$ cat src/rtl/sspi_pkg.sv
package sspi_pkg;

  // Smallest supported word, stored as size minus one.
  localparam int MIN_BITS_M1 = 3;

  // Frame position flags shared by both role engines.
  typedef enum logic [1:0] {
    PH_LEAD  = 2'd0,
    PH_TRAIL = 2'd1,
    PH_NONE  = 2'd2
  } edge_kind_t;

  // Apply the floor on the size field.
  function automatic logic [3:0] clamp_size(input logic [3:0] fld);
    return (fld < 4'(MIN_BITS_M1)) ? 4'(MIN_BITS_M1) : fld;
  endfunction

endpackage

$ cat src/rtl/sspi_clkdiv.sv
module sspi_clkdiv #(
  parameter int PW = 8,
  parameter int RW = 8
) (
  input  logic          clk,
  input  logic          rst,
  input  logic          run,
  input  logic [PW-1:0] presc,
  input  logic [RW-1:0] rate,
  output logic          tick
);
  localparam int HW = PW - 1;

  logic [HW-1:0] half_pre;
  logic [HW-1:0] pcnt;
  logic [RW-1:0] rcnt;

  // Prescale counts in half-bit units; bit 0 is dropped, floor of one.
  assign half_pre = (presc[PW-1:1] == '0) ? HW'(1) : presc[PW-1:1];

  always_ff @(posedge clk) begin
    if (rst || !run) begin
      pcnt <= '0;
      rcnt <= '0;
      tick <= 1'b0;
    end else begin
      tick <= 1'b0;
      if (pcnt == half_pre - HW'(1)) begin
        pcnt <= '0;
        if (rcnt == rate) begin
          rcnt <= '0;
          tick <= 1'b1;
        end else begin
          rcnt <= rcnt + RW'(1);
        end
      end else begin
        pcnt <= pcnt + HW'(1);
      end
    end
  end

  // with a divide ratio above one, ticks are never back to back.
  p_tick_gap_r1: assert property (@(posedge clk) disable iff (rst)
    (tick && run && (half_pre != HW'(1) || rate != '0))
      |=> (!tick || !$stable(rate) || !$stable(presc) || !$stable(run)))
    else $error("tick spacing violated");

endmodule

$ cat src/rtl/sspi_master.sv
module sspi_master #(
  parameter int DW = 16,
  parameter int SW = 4
) (
  input  logic          clk,
  input  logic          rst,
  input  logic          en,
  input  logic          cpol,
  input  logic          cpha,
  input  logic [SW-1:0] nb_m1,
  input  logic          loop,
  input  logic [DW-1:0] tx_data,
  input  logic          tx_valid,
  output logic          tx_ready,
  input  logic          tick,
  input  logic          sd_in,
  output logic          sck,
  output logic          sel_n,
  output logic          dout,
  output logic [DW-1:0] rx_data,
  output logic          rx_valid,
  output logic          busy
);
  localparam int EW = SW + 1;

  logic          busy_r, sck_r, sel_n_r, dout_r, rxv_r;
  logic [EW-1:0] ecnt;
  logic [SW-1:0] lnb;
  logic          lcpha;
  logic [DW-1:0] tsr, rsr, rsr_nx, rxd_r, al;
  logic          din, samp, last;

  assign al       = tx_data << (SW'(DW - 1) - nb_m1);
  assign din      = loop ? dout_r : sd_in;
  assign tx_ready = en && !busy_r;

  always_comb begin
    samp   = (ecnt[0] == lcpha);
    rsr_nx = samp ? {rsr[DW-2:0], din} : rsr;
    last   = (ecnt == {lnb, 1'b1});
  end

  always_ff @(posedge clk) begin
    if (rst || !en) begin
      busy_r  <= 1'b0;
      sel_n_r <= 1'b1;
      sck_r   <= cpol;
      ecnt    <= '0;
      tsr     <= '0;
      rsr     <= '0;
      dout_r  <= 1'b0;
      rxv_r   <= 1'b0;
      lnb     <= '0;
      lcpha   <= 1'b0;
      if (rst) rxd_r <= '0;
    end else begin
      rxv_r <= 1'b0;
      if (!busy_r) begin
        sck_r   <= cpol;
        sel_n_r <= 1'b1;
        if (tx_valid) begin
          busy_r  <= 1'b1;
          sel_n_r <= 1'b0;
          ecnt    <= '0;
          rsr     <= '0;
          lnb     <= nb_m1;
          lcpha   <= cpha;
          dout_r  <= al[DW-1];
          tsr     <= cpha ? al : (al << 1);
        end
      end else if (tick) begin
        sck_r <= ~sck_r;
        ecnt  <= ecnt + EW'(1);
        rsr   <= rsr_nx;
        if (!samp) begin
          dout_r <= tsr[DW-1];
          tsr    <= tsr << 1;
        end
        if (last) begin
          busy_r  <= 1'b0;
          sel_n_r <= 1'b1;
          rxv_r   <= 1'b1;
          rxd_r   <= rsr_nx;
        end
      end
    end
  end

  assign sck      = sck_r;
  assign sel_n    = sel_n_r;
  assign dout     = dout_r;
  assign rx_data  = rxd_r;
  assign rx_valid = rxv_r;
  assign busy     = busy_r;

  // the transition counter never passes the frame length.
  p_edge_bound_r2: assert property (@(posedge clk) disable iff (rst)
    busy_r |-> (ecnt <= {lnb, 1'b1}))
    else $error("edge count overrun");

  // a clock left idle for two cycles sits at the polarity level.
  p_sck_idle_r3: assert property (@(posedge clk) disable iff (rst)
    (!busy_r && $past(!busy_r) && $stable(cpol)) |-> (sck_r == cpol))
    else $error("clock not at idle level");

  // select is held low for the whole frame.
  p_sel_frame_r8: assert property (@(posedge clk) disable iff (rst)
    busy_r |-> !sel_n_r)
    else $error("select released mid frame");

  // receive strobe lasts one cycle.
  p_rxv_pulse_r5: assert property (@(posedge clk) disable iff (rst)
    rxv_r |=> !rxv_r)
    else $error("rx strobe too long");

endmodule

$ cat src/rtl/sspi_slave.sv
module sspi_slave #(
  parameter int DW = 16,
  parameter int SW = 4
) (
  input  logic          clk,
  input  logic          rst,
  input  logic          en,
  input  logic          cpol,
  input  logic          cpha,
  input  logic [SW-1:0] nb_m1,
  input  logic          loop,
  input  logic          sod,
  input  logic [DW-1:0] tx_data,
  input  logic          tx_valid,
  output logic          tx_ready,
  input  logic          sck_in,
  input  logic          sel_n_in,
  input  logic          sd_in,
  output logic          dout,
  output logic          oe,
  output logic [DW-1:0] rx_data,
  output logic          rx_valid,
  output logic          busy
);
  import sspi_pkg::*;

  logic [2:0]    sck_s, sel_s;
  logic          busy_r, dout_r, oe_r, rxv_r, lcpha;
  logic [SW-1:0] scnt, lnb;
  logic [DW-1:0] tsr, rsr, rsr_nx, rxd_r, al;
  logic          din, sel_fall, samp, chg;
  edge_kind_t    ek;

  always_ff @(posedge clk) begin
    if (rst) begin
      sck_s <= '0;
      sel_s <= '1;
    end else begin
      sck_s <= {sck_s[1:0], sck_in};
      sel_s <= {sel_s[1:0], sel_n_in};
    end
  end

  always_comb begin
    if (sck_s[1] == sck_s[2]) ek = PH_NONE;
    else if (sck_s[2] == cpol) ek = PH_LEAD;
    else ek = PH_TRAIL;
    samp     = lcpha ? (ek == PH_TRAIL) : (ek == PH_LEAD);
    chg      = lcpha ? (ek == PH_LEAD) : (ek == PH_TRAIL);
    sel_fall = sel_s[2] && !sel_s[1];
    din      = loop ? dout_r : sd_in;
    rsr_nx   = {rsr[DW-2:0], din};
    al       = tx_valid ? (tx_data << (SW'(DW - 1) - nb_m1)) : '0;
  end

  assign tx_ready = en && sel_fall;

  always_ff @(posedge clk) begin
    if (rst || !en) begin
      busy_r <= 1'b0;
      dout_r <= 1'b0;
      oe_r   <= 1'b0;
      rxv_r  <= 1'b0;
      scnt   <= '0;
      lnb    <= '0;
      lcpha  <= 1'b0;
      tsr    <= '0;
      rsr    <= '0;
      if (rst) rxd_r <= '0;
    end else begin
      rxv_r <= 1'b0;
      oe_r  <= !sod && !sel_s[1];
      if (sel_s[1]) begin
        busy_r <= 1'b0;
      end else if (sel_fall) begin
        busy_r <= 1'b1;
        scnt   <= '0;
        rsr    <= '0;
        lnb    <= nb_m1;
        lcpha  <= cpha;
        dout_r <= al[DW-1];
        tsr    <= cpha ? al : (al << 1);
      end else if (busy_r) begin
        if (samp) begin
          rsr  <= rsr_nx;
          scnt <= scnt + SW'(1);
          if (scnt == lnb) begin
            busy_r <= 1'b0;
            rxv_r  <= 1'b1;
            rxd_r  <= rsr_nx;
          end
        end
        if (chg) begin
          dout_r <= tsr[DW-1];
          tsr    <= tsr << 1;
        end
      end
    end
  end

  assign dout     = dout_r;
  assign oe       = oe_r;
  assign rx_data  = rxd_r;
  assign rx_valid = rxv_r;
  assign busy     = busy_r;

  // output stays released while the disable is held.
  p_oe_sod_r7: assert property (@(posedge clk) disable iff (rst)
    (sod && $past(sod)) |-> !oe_r)
    else $error("output driven while disabled");

  // receive strobe lasts one cycle.
  p_srxv_pulse_r5: assert property (@(posedge clk) disable iff (rst)
    rxv_r |=> !rxv_r)
    else $error("rx strobe too long");

endmodule

$ cat src/rtl/sspi_engine.sv
module sspi_engine #(
  parameter int DW = 16,
  parameter int PW = 8,
  parameter int RW = 8
) (
  input  logic          clk,
  input  logic          rst,
  input  logic          en,
  input  logic          cfg_master,
  input  logic          cfg_cpol,
  input  logic          cfg_cpha,
  input  logic [3:0]    cfg_size_m1,
  input  logic          cfg_loop,
  input  logic          cfg_sod,
  input  logic [PW-1:0] cfg_presc,
  input  logic [RW-1:0] cfg_rate,
  input  logic [DW-1:0] tx_data,
  input  logic          tx_valid,
  output logic          tx_ready,
  output logic [DW-1:0] rx_data,
  output logic          rx_valid,
  output logic          busy,
  output logic          sck_out,
  output logic          sel_n_out,
  input  logic          sck_in,
  input  logic          sel_n_in,
  input  logic          sd_in,
  output logic          sd_out,
  output logic          sd_oe
);
  import sspi_pkg::*;

  localparam int SW = $clog2(DW);

  logic          m_en, s_en, tick;
  logic [SW-1:0] nb_m1;
  logic          m_ready, m_dout, m_rxv, m_busy;
  logic          s_ready, s_dout, s_oe, s_rxv, s_busy;
  logic [DW-1:0] m_rxd, s_rxd;

  assign m_en  = en && cfg_master;
  assign s_en  = en && !cfg_master;
  assign nb_m1 = SW'(clamp_size(cfg_size_m1));

  sspi_clkdiv #(.PW(PW), .RW(RW)) u_div (
    .clk(clk), .rst(rst), .run(m_busy && m_en),
    .presc(cfg_presc), .rate(cfg_rate), .tick(tick)
  );

  sspi_master #(.DW(DW), .SW(SW)) u_mst (
    .clk(clk), .rst(rst), .en(m_en), .cpol(cfg_cpol), .cpha(cfg_cpha),
    .nb_m1(nb_m1), .loop(cfg_loop), .tx_data(tx_data), .tx_valid(tx_valid),
    .tx_ready(m_ready), .tick(tick), .sd_in(sd_in), .sck(sck_out),
    .sel_n(sel_n_out), .dout(m_dout), .rx_data(m_rxd), .rx_valid(m_rxv),
    .busy(m_busy)
  );

  sspi_slave #(.DW(DW), .SW(SW)) u_slv (
    .clk(clk), .rst(rst), .en(s_en), .cpol(cfg_cpol), .cpha(cfg_cpha),
    .nb_m1(nb_m1), .loop(cfg_loop), .sod(cfg_sod), .tx_data(tx_data),
    .tx_valid(tx_valid), .tx_ready(s_ready), .sck_in(sck_in),
    .sel_n_in(sel_n_in), .sd_in(sd_in), .dout(s_dout), .oe(s_oe),
    .rx_data(s_rxd), .rx_valid(s_rxv), .busy(s_busy)
  );

  assign tx_ready = cfg_master ? m_ready : s_ready;
  assign rx_data  = cfg_master ? m_rxd : s_rxd;
  assign rx_valid = cfg_master ? m_rxv : s_rxv;
  assign busy     = cfg_master ? m_busy : s_busy;
  assign sd_out   = cfg_master ? m_dout : s_dout;
  assign sd_oe    = cfg_master ? m_en : s_oe;

  // a word is only taken while idle.
  p_ready_idle_r11: assert property (@(posedge clk) disable iff (rst)
    tx_ready |-> !busy)
    else $error("ready while busy");

  // a disabled engine stays idle with its outputs released.
  p_disabled_r10: assert property (@(posedge clk) disable iff (rst)
    (!en && $past(!en)) |-> (!busy && sel_n_out && !sd_oe && !tx_ready))
    else $error("activity while disabled");

endmodule

$ cat config.mk
export PLATFORM = sky130hd
export DESIGN_NAME = sspi_engine
export DESIGN_NICKNAME = d
export VERILOG_FILES = /design/src/rtl/sspi_pkg.sv /design/src/rtl/sspi_clkdiv.sv /design/src/rtl/sspi_master.sv /design/src/rtl/sspi_slave.sv /design/src/rtl/sspi_engine.sv
export SDC_FILE = /design/constraint.sdc
export NUM_CORES = 1
export LEC_CHECK = 0
export CAP_MARGIN = 20
export CORE_UTILIZATION = 33
export CTS_CLUSTER_SIZE = 8
export DETAILED_ROUTE_END_ITERATION = 10
export DONT_BUFFER_PORTS = 1
export SLEW_MARGIN = 20
export SYNTH_ARGS = -nofsm -noshare
export SYNTH_HDL_FRONTEND = slang
export SYNTH_SLANG_ARGS = --single-unit
$ cat constraint.sdc
create_clock -name clk -period 6.78 [get_ports clk]
set_input_delay 0.339 -clock clk [delete_from_list [all_inputs] [get_ports clk]]
set_output_delay 0.339 -clock clk [all_outputs]
set_load 0.01 [all_outputs]
# Yosys cells after proc, flatten, opt, wreduce, memory -nomap -nowiden

Cells that the tools add are included.

Add/sub/neg operators: 6
Order comparisons: 1
Eq/ne operators: 16
Shifts and indexed selects: 1
Multiplexer cells: 74
Bitwise operators: 7
Reductions and logical operators: 43

Operator list:

| kind                                                                | count |
|---|---|
| 16-bit two-way mux                                                  | 26 |
| 15-bit two-way mux                                                  | 3 |
| 1-bit two-way mux                                                   | 35 |
| 2-bit nonzero test                                                  | 10 |
| 4-bit two-way mux                                                   | 4 |
| 16-bit by 4-bit left shift with 16-bit output                       | 1 |
| 5-bit two-way mux                                                   | 3 |
| 2-bit inequality test (second input constant)                       | 7 |
| 3-bit AND reduction                                                 | 3 |
| 8-bit by 1-bit adder with 8-bit output (second input constant)      | 1 |
| 8-bit == test                                                       | 1 |
| 8-bit two-way mux                                                   | 1 |
| 2-bit AND reduction                                                 | 4 |
| 7-bit by 1-bit adder with 7-bit output (second input constant)      | 1 |
| 7-bit == test                                                       | 1 |
| 1-bit logical AND                                                   | 7 |
| 1-bit zero test                                                     | 7 |
| 7-bit zero test                                                     | 1 |
| 7-bit two-way mux                                                   | 1 |
| 1-bit inverter                                                      | 7 |
| 7-bit by 1-bit subtractor with 7-bit output (second input constant) | 1 |
| 6-bit AND reduction                                                 | 1 |
| 2-bit OR reduction                                                  | 3 |
| 5-bit by 1-bit adder with 5-bit output (second input constant)      | 1 |
| 14 further kinds                                                    | 18 |

Flip-flop bits (word level): 145
Input port bits: 48
Output and inout port bits: 23
Logic and storage cells: 174

# Logic depth before layout (Yosys ltp)

Word-level depth: 10
Depth in mapped cells: 12
Gate-level depth less buffers: 11

# Hierarchy

A second synthesis with hierarchy kept.

Cells, all modules: 949
Area, all modules: 8,757.1 um^2

By module, submodules not included:

| module      | instances | cells an instance | area each (um^2) | seq. area each (um^2) |
|---|---|---|---|---|
| sspi_master | 1         | 415               | 3,649.8          | 1,431.4 |
| sspi_slave  | 1         | 370               | 3,565.9          | 1,481.4 |
| sspi_clkdiv | 1         | 133               | 1,157.4          | 320.3 |
| sspi_engine | 1         | 31                | 384.1            | 0.0 |

# Worst setup path before layout

OpenSTA, ideal clock, no wires.

Path type: input-to-reg
Start: input port cfg_presc[4]
End: register u_div.rcnt[2]
Setup time: 0.072 ns
Arrival: 3.117 ns
Data required time: 6.708 ns
Path slack: 3.592 ns
Stages on the path: 12
Buffers on the path: 1
Path through: or3_1 -> nor4_1 -> nor2_1 -> ha_1 -> nor2b_1 -> or3_1 -> a31oi_1 -> nand4_1 -> or3_1 -> buf_2 -> or3b_1 -> a21oi_1

Cells in the longest elaborated chain, start to end: 4

RTL lines:

| element                                       | line              | text |
|---|---|---|
| from (decl)                                   | sspi_engine.sv:15 | `input logic [PW-1:0] cfg_presc,` |
| 7-bit zero test                               | sspi_clkdiv.sv:19 | `assign half_pre = (presc[PW-1:1] == '0) ? HW'(1) : presc[PW-1:1];` |
| 7-bit two-way mux *                           | sspi_clkdiv.sv:19 |  |
| 7-bit by 1-bit subtractor with 7-bit output * | sspi_clkdiv.sv:28 | `if (pcnt == half_pre - HW'(1)) begin` |
| 7-bit == test *                               | sspi_clkdiv.sv:28 |  |
| to (signal assigned)                          | sspi_clkdiv.sv:34 | `rcnt <= rcnt + RW'(1);` |
| to (decl)                                     | sspi_clkdiv.sv:16 | `logic [RW-1:0] rcnt;` |

Every way passes the cells marked *; elsewhere a longest branch is shown, timed or not.
A chain may end at the register's enable or synchronous reset.

# Worst setup path in the final report

Same ends and word-level chain as after synthesis.

==> out/metrics.yaml <==
status: "finished clean"
drcViolationCount: 0
synth_ff_type: "dfxtp_1"
antenna_found_initial: 0
cts_setup_buffers: 0
place.gp.congestion: 0.844
wirelength_mm: 17.4
antenna_cells: 0
synth_top_area_frac: 0.308
coreArea_um2: 21800
clockBufferDepth: 2
rsz0062_at_grt: "false"
fin_nets: 861
cts_resized: 0
detail-route-antenna-nets: 0
avgViaCountPerCell: 5.36
area_growth_pct: 11.7
cp_common_cell: "or3_1"
max_stage_delay_ns: 0.51
crit_fanout: 7
holdBufCountCts: 2
cts_made_buffers: 17
gr-total-overflow: 0
hold_path_class: "primary input to flip-flop"
synth_edf_count: 33
grt_pass1_vias: 5492
synth_top_cells_by_count: "nand2_1, dfxtp_1, nor2_1, a21oi_1, clkbuf_1"
die-area_um2: 22700
clock_latency_ns: 0.42
fp.dieW_um: 151
wire_per_inst_um: 15.8
crit_chain: "or3_1 -> nor4_1 -> nor2_1 -> ha_1 -> nor2b_1 -> or3_1 -> a31oi_1 -> nand4_1 -> or3_1 -> or3b_1 -> a21oi_1"
postSynthCellCount: 836
ys_seq_area_frac: 0.444
synth_nets: 889
fin_skew_ns: 0.00824
hold_slack_ns: 0.0186
yosysWarningCount: 0
slew_violations: 0
die_y_um: 151
netlist_top_cells_area: "dfxtp_1, edfxtp_1, nand2_1"
floorplan.initialDensity: 0.335
dpl.hpwl_mm: 12.0
cts_tree: "yes"
drt_iter0_drc: 350
leakage_uw: 0.00304
relSlewSlack: 0.348
final-hold-violation-count: 0
grt_usage: 0.158
path_class: "primary input to flip-flop"
p_total_uw: 2040
grt_start_max_net_pins: 44
peakVddDrop_v: 0.000187
pin_count: 71
drive_gt1_frac: 0.0950
p_per_area_nw_per_um2: 250
num_vias: 5906
synth_area_leader_cell: "dfxtp_1"
htree_levels: 4
async_flop_share: 0
post_synth.cell_area_avg_um2: 8.72
worstMarginPinSlew_ns: 0.975
clock.fmax_mhz: 330
setup_viol_count_final: 0
synth-seq-cells: 145
critPathLaunchType: "primary input"
cap_viol_max_count: 0
cp_slowest_cell: "or3_1"
cts_sinks: 145
grt_pass1_wl_mm: 28.2
port_buffers: 0
critical_path_arrival_ns: 3.38
syn_area_um2: 7290
tns_ns: 0
row_count: 54
critPathRequiredTime_ns: 7.13
clkTransAtPathRegs_ns: 0.07
clockRootBuffer: "clkbuf_16"
first_pass_iters: 5
final.period_utilization: 0.447
endpoint_kind: "flip-flop"
synth_most_common_cell: "nand2_1"
final.min_clock_period_ns: 3.03
synth_cell_types: 62
## placed cells by master (no fill, tap or decap), drive strengths merged, types with 9 or more instances in the layout
| cell type | instances |
|---|---|
| mux2 | 22 |
| nor2b | 12 |
| inv | 35 |
| nand2 | 113 |
| mux2i | 30 |
| xnor2 | 23 |
| nand2b | 12 |
| o22ai | 19 |
| nor3 | 12 |
| o21ai | 43 |
| nor2 | 69 |
| nand3 | 37 |
| clkbuf | 18 |
| edfxtp | 33 |
| a21oi | 66 |
| and3 | 11 |
| a22oi | 13 |
| dfxtp | 112 |
| or2 | 9 |
## worst max-delay path, delay by kind of cell
kind,cells,cell delay (ns)
AO/OA/AOI/OAI,2,0.33
AND/OR/NAND/NOR,8,2.42
adder cells (fa/ha/maj),1,0.28
## through the flow
stage	util	instance area, µm²	std cells	worst slack (ns)
2_1_floorplan	-	7290	836	3.59
3_3_place_gp	0.344	7490	1067	3.39
3_5_place_dp	0.344	7490	1067	3.34
4_1_cts	0.374	8130	1101	3.77
5_1_grt	0.374	8140	1101	3.60
6_report	0.374	8140	1101	3.75
## cells by family (layout without fill, tap and decap cells)
| logic type | count (synthesis) | count (layout) | share of synthesized area |
|---|---|---|---|
| AND/OR/NAND/NOR | 310 | 310 | 0.199 |
| AO/OA/AOI/OAI | 209 | 209 | 0.180 |
| flip-flops | 145 | 145 | 0.444 |
| buffers and inverters | 80 | 65 | 0.0419 |
| multiplexers | 57 | 57 | 0.0906 |
| XOR/XNOR | 30 | 30 | 0.0360 |
| adder cells (fa/ha/maj) | 5 | 5 | 0.00858 |
## sequential cells by signal, summed over array words and instances, names as in the netlist, 3 cells and up
signal         flops
u_slv.scnt         4
u_div.rcnt         8
u_slv.tsr         16
u_mst.ecnt         5
u_div.pcnt         7
u_slv.rx_data     16
u_mst.rsr         16
u_slv.rsr         15
u_mst.rx_data     16
u_mst.lnb          4
u_mst.tsr         16
u_slv.sel_s        3
u_slv.lnb          4
u_slv.sck_s        3
## cell type report
type / count / area [µm²]
multi-input cells: 611 / 3770
repair buffers: 8 / 65.1
inverters: 25 / 93.8
fillers: 2191 / 13600
clock inverters: 14 / 178
flip-flops and latches: 145 / 3230
clock buffers: 18 / 450
well taps: 280 / 350
## routing by layer
layer / global-route usage / part of all wire / vias to the layer above
li1: - / - / 2947
met2: 0.255 / 0.47 / 141
met3: 0.0412 / 0.045 / 19
met1: 0.206 / 0.47 / 2799
met5: 0 / 0 / -
met4: 0.0480 / 0.014 / 0
## path summary, 6_finish.rpt
check                       from  slack [ns]  depth (start not counted)           endpoint
hold / removal          sel_n_in        0.02                          1     u_slv.sel_s[0]
setup / recovery    cfg_presc[4]        3.75                         11      u_div.rcnt[2]
hold reg to reg   u_slv.sel_s[0]        0.41                          1     u_slv.sel_s[1]
setup reg to reg     u_slv.lcpha        4.27                          5  u_slv.rx_data[15]
## power breakdown
part	total (µW)	switching, µW	internal, µW	leakage (µW)
Combinational	147	89.5	57.5	0.00149
Sequential	901	6.21	895	0.00124
Clock	991	408	583	0.000310
Note: power is estimated with default switching activity, not from simulation.
